<file path="config.mk">
export PLATFORM = sky130hd
export DESIGN_NAME = irq_status_ctrl
export DESIGN_NICKNAME = d
export VERILOG_FILES = /design/src/rtl/irq_status_ctrl.sv
export SDC_FILE = /design/constraint.sdc
export NUM_CORES = 1
export LEC_CHECK = 0
export ABC_AREA = 1
export BUFFER_PORTS_ARGS = -buffer_cell sky130_fd_sc_hd__buf_4
export CAP_MARGIN = 10
export CELL_PAD_IN_SITES_DETAIL_PLACEMENT = 1
export CELL_PAD_IN_SITES_GLOBAL_PLACEMENT = 2
export CORE_MARGIN = 1
export CORE_UTILIZATION = 23
export DETAILED_ROUTE_END_ITERATION = 8
export PLACE_DENSITY = 0.93
export SLEW_MARGIN = 20
export SYNTH_ARGS = -nofsm -noshare
export SYNTH_HDL_FRONTEND = slang
export SYNTH_SLANG_ARGS = --single-unit
</file>
<file path="constraint.sdc">
create_clock -name clk -period 2.7 [get_ports clk]
set_input_delay 0.135 -clock clk [delete_from_list [all_inputs] [get_ports clk]]
set_output_delay 0.135 -clock clk [all_outputs]
set_load 0.05 [all_outputs]
</file>
<file path="src/rtl/irq_status_ctrl.sv">
module irq_status_ctrl #(
  parameter int          W        = 32,
  parameter logic [31:0] STAT_RST = 32'hF000_0000,
  parameter logic [31:0] EN_RST   = 32'hF3FE_0000
) (
  input  logic         clk,
  input  logic         rst_n,
  input  logic         soft_rst,
  input  logic [W-1:0] evt_set,
  input  logic         stat_wr,
  input  logic [W-1:0] stat_data,
  input  logic         en_wr,
  input  logic [W-1:0] en_data,
  input  logic         rx_state_wr,
  input  logic [2:0]   rx_state_in,
  input  logic         tx_state_wr,
  input  logic [2:0]   tx_state_in,
  output logic [W-1:0] status_o,
  output logic [W-1:0] enable_o,
  output logic         irq_o
);
  localparam int          AIS_B     = 15;
  localparam int          NIS_B     = 16;
  localparam int          RX_LO     = 17;
  localparam int          TX_LO     = 20;
  localparam logic [W-1:0] NORM_GRP = W'(32'h0000_4845);
  localparam logic [W-1:0] ABN_GRP  = W'(32'h0C00_37BA);
  localparam logic [W-1:0] CAUSES   = NORM_GRP | ABN_GRP;
  localparam logic [W-1:0] FIXED    = W'(STAT_RST) & ~CAUSES;

  logic [W-1:0] cause_q, en_q;
  logic [2:0]   rx_q, tx_q;
  logic         irq_q;

  wire [W-1:0] clr_vec = stat_wr ? stat_data : '0;
  wire [W-1:0] live    = cause_q & en_q;
  wire         nis     = |(live & NORM_GRP);
  wire         ais     = |(live & ABN_GRP);

  always_ff @(posedge clk or negedge rst_n) begin
    if (!rst_n) begin
      cause_q <= '0;
      en_q    <= W'(EN_RST);
      rx_q    <= '0;
      tx_q    <= '0;
      irq_q   <= 1'b0;
    end else if (soft_rst) begin
      cause_q <= '0;
      en_q    <= W'(EN_RST);
      rx_q    <= '0;
      tx_q    <= '0;
      irq_q   <= 1'b0;
    end else begin
      cause_q <= ((cause_q & ~clr_vec) | evt_set) & CAUSES;
      if (en_wr)       en_q <= en_data;
      if (rx_state_wr) rx_q <= rx_state_in;
      if (tx_state_wr) tx_q <= tx_state_in;
      irq_q <= (nis & en_q[NIS_B]) | (ais & en_q[AIS_B]);
    end
  end

  always_comb begin
    status_o              = FIXED | cause_q;
    status_o[AIS_B]       = ais;
    status_o[NIS_B]       = nis;
    status_o[RX_LO +: 3]  = rx_q;
    status_o[TX_LO +: 3]  = tx_q;
  end

  assign enable_o = en_q;
  assign irq_o    = irq_q;

  AST_CAUSE_STICKY: assert property (@(posedge clk) disable iff (!rst_n)
    !soft_rst |=> ((($past(cause_q) & ~$past(clr_vec)) & ~cause_q) == '0));
  AST_EVENT_WINS: assert property (@(posedge clk) disable iff (!rst_n)
    !soft_rst |=> ((($past(evt_set) & CAUSES) & ~cause_q) == '0));
  AST_RX_STATE_HOLD: assert property (@(posedge clk) disable iff (!rst_n)
    (!soft_rst && !rx_state_wr) |=> $stable(rx_q));
  AST_TX_STATE_HOLD: assert property (@(posedge clk) disable iff (!rst_n)
    (!soft_rst && !tx_state_wr) |=> $stable(tx_q));
  AST_IRQ_NEEDS_SUMMARY: assert property (@(posedge clk) disable iff (!rst_n)
    irq_o |-> $past(nis | ais));
  AST_SOFT_RESET_QUIET: assert property (@(posedge clk) disable iff (!rst_n)
    soft_rst |=> (!irq_o && cause_q == '0));
endmodule

</file>
==> out/qor.txt, run 1 <==
crit path kind: reg -> out
power share of the clock group: 24.2%
top cells by count, synth: 43 x dfrtp_1, 43 x nand2_1, 21 x nor2_1, 19 x a22o_1, 18 x a21oi_1
Area contributors post-synth: dfrtp_1 47%, dfstp_2 15%, a22o_1 7.2%, nand2_1 7.0%, o22a_1 5.0%
Clk Latency, worst-skew pair: 0.31 ns
CP Capture Type: output port
Netlist cell types: 19
largest net degree at the start of global routing: 57
share of the synthesized area in the top cell type: 46.8%
CTS buffer count: 5
initial antenna violation count: 0
synthesis-to-layout area growth: 51.4%
EDFF count, synth: 0
Lkg Pwr: 1.75 nW
Max Clock Skew: 0.0124 ns
Die H: 102 microns
simple-gate portion of the synthesized area: 13.3%
Slew Limit Fails: 0
share of cells above drive strength 1: 46.3%
Slew headroom: 51.0%
Hold WC Path Type: in -> reg
GRT overflow: 0
Detailed Routing Iterations Pass 1: 4
H-tree depth: 2
mux cell area share after synthesis: 0%
area of the mapped netlist: 0.00230 sq mm
core area: 0.00973 sq mm
Comb pwr share: 27.2%
detailed placement HPWL: 5590 microns
synthesis-stage register bit count: 56
GRT Total Usage: 14.3%
Root Buffer: clkbuf_8
drt via density: 4.35
post-synthesis compound-gate area fraction: 17.4%
worst endpoint required time: 2.57 ns
final RePlAce weighted congestion: 0.656
minimum clock period after layout: 1.45 ns
Fin. Hold Viols: 0
RSZ-0062 raised after global routing: no
Critical Path Fanout Max: 3
Tcrit/Tclk final: 53.7%
worst slew pin tran: 0.735 ns
Detail Route Antenna Nets: 0
Core Util, Final: 35.8%
Reg power frac: 48.6%
largest area contributor in the netlist: dfrtp_1
wire length per cell: 15.4 microns
Clock transition at path regs: 0.10 ns
die width: 102 microns
clk sink count: 56
Adder-Cell Fraction of Synth Area: 0%
Post-CTS Resized: 0
largest buffer count on any clock path: 2
Syn Inst Count: 217
first-pass GRT wire length: 11,400 microns
IO Count: 174
# DRC: 0
endpoints failing setup: 0
Seq/Total Area, Yosys: 61.6%
PortBufs: 136
Peak supply drop: 206 uV
Initial Util: 23.6%
Worst EP arrival: 1.31 ns
Async SR Flop Fraction: 100%
Internal: 1.27 mW
synth warn: 0
outcome: complete, no violations
Max Freq: 690 MHz
Power Density: 553 mW/mm^2
via count: 2,100
Avg Synthesized Cell Area: 10.6 sq um
layout net count: 458
CTS tree: built
# Max-Cap Violations: 0
setup TNS: 0 ns
die footprint: 0.0104 sq mm
xor/xnor cell area share of the yosys netlist: 0%
largest family of logic cells by synthesized area: compound AO/OA/AOI/OAI gates
initial DRC count: 21
Synth Flop Type: dfrtp_1
NetSw: 659 uW
drt total wl: 7430 microns
Worst setup SP type: flip-flop
number of global-route vias before repair: 2,205
ANT cells: 0
sw frac: 34.2%
Rows: 36
-- metal layers --
metal,vias up,wire (microns),track usage (%)
li1,979,-,-
met1,1029,2880,16.9
met2,80,3910,25.3
met3,12,521,3.76
met4,0,126,4.73
met5,-,0,0
-- logic make-up (layout without fill, tap and decap cells) --
| kind of cell | count (synthesis) | count (layout) |
|---|---|---|
| simple gates | 75 | 75 |
| compound gates | 56 | 56 |
| flops | 56 | 56 |
| buf+inv | 28 | 156 |
| other cells | 2 | 7 |
-- cell usage in the layout (no fill, tap or decap), drive strengths merged --
cell and instances:
buf 137, clkinv 1, o22a 13, nand2 44, o21ai 6, or2 2
dfrtp 43, dfstp 13, nand3 7, conb 7, a22o 19, inv 11
nand4 1, a21oi 18, nor2 21, dlygate4sd3 1, clkbuf 6
-- sequential cells by signal, indices dropped and copies added (netlist names) --
signal,count
irq_o,1
cause_q,17
tx_q,3
enable_o,32
rx_q,3
-- worst max-delay path: stages (launching register included) --
cell,delay [ns]
dfrtp_1,0.41
nand2_1,0.08
nand2_1,0.06
nor2_1,0.12
nand3_1,0.12
buf_4,0.21
-- power by group through the flow --
stage	registers [mW]	logic (mW)	clock network, mW
3_5_place_dp	0.952	0.531	0
5_1_grt	0.943	0.558	0.525
2_1_floorplan	1.12	0.143	0
6_report	0.936	0.524	0.466
4_1_cts	0.937	0.532	0.494
3_3_place_gp	0.949	0.522	0
-- worst paths after layout --
path,start,end,cells after the start,slack (ns)
hold reg to reg,enable_o[24],enable_o[24],1,0.54
setup / recovery,enable_o[5],status_o[15],5,1.25
min in group asynchronous,rst_n,enable_o[15],2,0.42
setup reg to reg,enable_o[5],irq_o,6,1.65
max in group asynchronous,rst_n,cause_q[4],2,1.79
hold / removal,evt_set[8],cause_q[8],3,0.03
-- metrics by stage --
step	setup slack, ns	power, mW	hold WS [ns]	area (sq um)	instances
2_1_floorplan	1.46	1.27	-0.161	2320	222
3_3_place_gp	1.35	1.47	0.238	3380	474
3_5_place_dp	1.31	1.48	0.250	3380	474
4_1_cts	1.20	1.96	0.0198	3480	483
5_1_grt	1.12	2.03	0.0125	3480	483
6_report	1.25	1.93	0.0323	3480	483
-- area by class of cell --
type,count,area (sq um)
multi-input combinational,138,734
inverter,10,37.5
clock buffer,6,72.6
timing repair buffer,138,1040
fill,1161,6250
clock inverter,2,15.0
tap,133,166
sequential,56,1420
-- what timing repair did --
item / 4_1_cts / 5_1_grt
hold buffers: 1 / 0
hold endpoints to repair: 43 / 0
setup buffers: 0 / 0
Note: power is estimated with default switching activity, not from simulation.
==> inputs of run 2 (changes only) <==
--- a/config.mk
+++ b/config.mk
@@ -5,15 +5,15 @@
 export SDC_FILE = /design/constraint.sdc
 export NUM_CORES = 1
 export LEC_CHECK = 0
-export ABC_AREA = 1
+export ABC_AREA = 0
 export BUFFER_PORTS_ARGS = -buffer_cell sky130_fd_sc_hd__buf_4
 export CAP_MARGIN = 10
 export CELL_PAD_IN_SITES_DETAIL_PLACEMENT = 1
 export CELL_PAD_IN_SITES_GLOBAL_PLACEMENT = 2
 export CORE_MARGIN = 1
-export CORE_UTILIZATION = 23
+export CORE_UTILIZATION = 22
 export DETAILED_ROUTE_END_ITERATION = 8
-export PLACE_DENSITY = 0.93
+export PLACE_DENSITY = 0.86
 export SLEW_MARGIN = 20
 export SYNTH_ARGS = -nofsm -noshare
 export SYNTH_HDL_FRONTEND = slang
==> constraint.sdc (replaced) <==
create_clock -name clk -period 1.39 [get_ports clk]
set_input_delay 0.0695 -clock clk [delete_from_list [all_inputs] [get_ports clk]]
set_output_delay 0.0695 -clock clk [all_outputs]
set_load 0.05 [all_outputs]
==> out/qor.txt, run 2 <==
largest net degree at the start of global routing: 57 (unchanged)
Worst EP arrival: 1.56 ns (was 1.31 ns)
GRT overflow: 0 (unchanged)
CP delay by family, top: simple AND/OR/NAND/NOR gates (was flip-flops)
IO Count: 174 (unchanged)
crit path kind: reg -> out (unchanged)
worst endpoint required time: 1.32 ns (was 2.57 ns)
CP Capture Type: output port (unchanged)
Core Util, Final: 38.4% (was 35.8%)
Fill cells: 1,245 (was 1,161)
Die H: 108 microns (was 102 microns)
GRT Total Usage: 13.9% (was 14.3%)
Rows: 38 (was 36)
largest area contributor in the netlist: dfrtp_1 (unchanged)
RSZ-0062 raised after global routing: yes (was no)
layout net count: 511 (was 458)
share of the synthesized area in the top cell type: 43.9% (was 46.8%)
CTS tree: built (unchanged)
commonest non-fill, non-tap cells in the layout: 147 x buf_4, 42 x nor2_1, 40 x dlygate4sd3_1 (was 137 x buf_4, 43 x nand2_1, 43 x dfrtp_1)
Initial Util: 22.6% (was 23.6%)
H-tree depth: 2 (unchanged)
Avg Synthesized Cell Area: 11.1 sq um (was 10.6 sq um)
drt total wl: 7810 microns (was 7430 microns)
reg-to-reg critical path startpoint: enable_o[3] (was enable_o[5])
crit path capture: status_o[15] (unchanged)
Crit-path slowest cell: dfrtp_2 (was dfrtp_1)
R2R Setup Slk: -0.08 ns (was 1.65 ns)
failing checks: setup timing
EDFF count, synth: 0 (unchanged)
Peak supply drop: 392 uV (was 206 uV)
detailed placement HPWL: 5200 microns (was 5590 microns)
Max Clock Skew: 0.00706 ns (was 0.0124 ns)
area of the mapped netlist: 0.00245 sq mm (was 0.00230 sq mm)
Area contributors post-synth: dfrtp_1 44%, dfstp_2 14%, mux2i_1 10%, nor2_1 6.4%, a211o_1 4.6% (was dfrtp_1 47%, dfstp_2 15%, a22o_1 7.2%, nand2_1 7.0%, o22a_1 5.0%)
share of cells above drive strength 1: 48.6% (was 46.3%)
wire length per cell: 14.4 microns (was 15.4 microns)
minimum clock period after layout: 1.63 ns
final RePlAce weighted congestion: 0.714 (was 0.656)
most common cell after layout, fill and taps aside: buf_4 (unchanged)
clk sink count: 56 (unchanged)
synthesis-to-layout area growth: 69.8% (was 51.4%)
Root Buffer: clkbuf_8 (unchanged)
synth warn: 0 (unchanged)
Worst setup SP type: flip-flop (unchanged)
first-pass GRT wire length: 12,600 microns (was 11,400 microns)
Hold WC Path Type: in -> reg (unchanged)
endpoints failing setup: 3 (was 0)
Setup WS post-layout: -0.240 ns (was 1.25 ns)
Power Density: 990 mW/mm^2 (was 553 mW/mm^2)
Critical Path Start: cause_q[7] (was enable_o[5])
crit-path cells: a22oi_2 > nand2_1 > or3_1 > buf_6 (was nand2_1 > nand2_1 > nor2_1 > nand3_1 > buf_4)
# DRC: 0 (unchanged)
Clock transition at path regs: 0.10 ns (about the same)
worst r2r path cells: 5 (was 6)
Final Instance Area: 0.00417 sq mm (was 0.00348 sq mm)
die width: 108 microns (was 102 microns)
Fin. Hold Viols: 0 (unchanged)
PortBufs: 136 (unchanged)
Post-DP Area: 0.00359 sq mm (was 0.00338 sq mm)
# Max-Cap Violations: 0 (unchanged)
synthesis-stage register bit count: 56 (unchanged)
Netlist cell types: 19 (unchanged)
most frequent cell after synthesis: dfrtp_1
drt via density: 4.20 (was 4.35)
Syn Inst Count: 222 (was 217)
Slew Limit Fails: 0 (unchanged)
Detailed Routing Iterations Pass 1: 4 (unchanged)
top cells by count, synth: 43 x dfrtp_1, 42 x nor2_1, 25 x mux2i_1, 22 x nand2_1, 18 x a21oi_1 (was 43 x dfrtp_1, 43 x nand2_1, 21 x nor2_1, 19 x a22o_1, 18 x a21oi_1)
ANT cells: 0 (unchanged)
die footprint: 0.0116 sq mm (was 0.0104 sq mm)
reg-to-reg endpoint: irq_o (unchanged)
via count: 2,282 (was 2,100)
number of global-route vias before repair: 2,440 (was 2,205)
Async SR Flop Fraction: 100% (unchanged)
outcome: complete, but fails checks (was complete, no violations)
Critical Path Fanout Max: 3 (unchanged)
worst slew pin tran: 0.720 ns (was 0.735 ns)
Fin Hold WS: 0.000679 ns (was 0.0323 ns)
Largest stage delay, worst path: 0.44 ns (was 0.41 ns)
CTS buffer count: 5 (unchanged)
buffers plus inverters on the worst setup path: 1 (unchanged)
Setup WS pre-CTS: -0.0691 ns (was 1.31 ns)
Seq/Total Area, Yosys: 57.8% (was 61.6%)
overall power: 4.12 mW (was 1.93 mW)
Lkg Pwr: 2.07 nW (was 1.75 nW)
largest buffer count on any clock path: 2 (unchanged)
initial DRC count: 58 (was 21)
Slew headroom: 52.0% (was 51.0%)
Clk Latency, worst-skew pair: 0.30 ns (was 0.31 ns)
Synth Flop Type: dfrtp_1 (unchanged)
core area: 0.0108 sq mm (was 0.00973 sq mm)
Max Freq: 613 MHz
initial antenna violation count: 0 (unchanged)
Detail Route Antenna Nets: 0 (unchanged)
Tcrit/Tclk final: 117%
Crit path depth: 4 (was 5)
max reg flops: 32 (unchanged)
## run 2: how the worst min path moves through the flow
stage	start	endpoint	depth (start not counted)
final	evt_set[3]	cause_q[3]	3
after global routing	en_data[8]	enable_o[8]	3
after CTS	evt_set[3]	cause_q[3]	3
after detailed placement	rst_n	enable_o[27]	1
after global placement	rst_n	cause_q[11]	1
after floorplan	rst_n	cause_q[0]	0
## run 2: cells by family (layout without fill, tap and decap cells)
kind of cell	after synthesis	after routing	synth area share, %
AO/OA/AOI/OAI	40	40	11.2
buffers and inverters	21	197	6.78
flip-flops	56	56	57.8
multiplexers	25	25	10.2
other	2	7	0.306
AND/OR/NAND/NOR	78	78	13.8
## run 2: what timing repair did
item                                   CTS  global route
pin swaps                                4             3
setup endpoints to repair                3             3
buffers inserted                         5             0
hold buffers                            40             0
endpoints found under the hold margin   82             0
resized for setup                        4             2
## run 2: routing by layer
metal,track usage (%),share of wire [%]
met1,17.3,43
met2,25.3,53
met3,1.69,4.0
met4,3.23,0.76
met5,0,0
## run 2: power breakdown
group | internal [mW] | switching, mW
combinational | 0.498 | 0.735
sequential | 1.76 | 0.0758
clock | 0.534 | 0.525
## run 2: per-stage QoR
stage          TNS [ns]  cells
3_5_place_dp     -0.109    490
6_report         -0.357    543
4_1_cts          -0.438    543
5_1_grt          -0.584    543
3_3_place_gp     -0.106    490
2_1_floorplan         0    227
## run 2: cell type report
| class | instances | area [sq um] | share of cell area, % |
|---|---|---|---|
| tap | 140 | 175 | 4.20 |
| clock buffer | 5 | 68.8 | 1.65 |
| sequential | 56 | 1450 | 34.7 |
| timing repair buffer | 189 | 1530 | 36.6 |
| multi-input combinational | 150 | 908 | 21.8 |
| clock inverter | 3 | 42.5 | 1.02 |
## run 2: worst reg2reg max path, cell delays in order, from the launching register on
cell	delay, ns
dfrtp_2	0.43
a22oi_2	0.18
nand2_1	0.10
buf_4	0.14
o31ai_1	0.36
a21oi_1	0.12
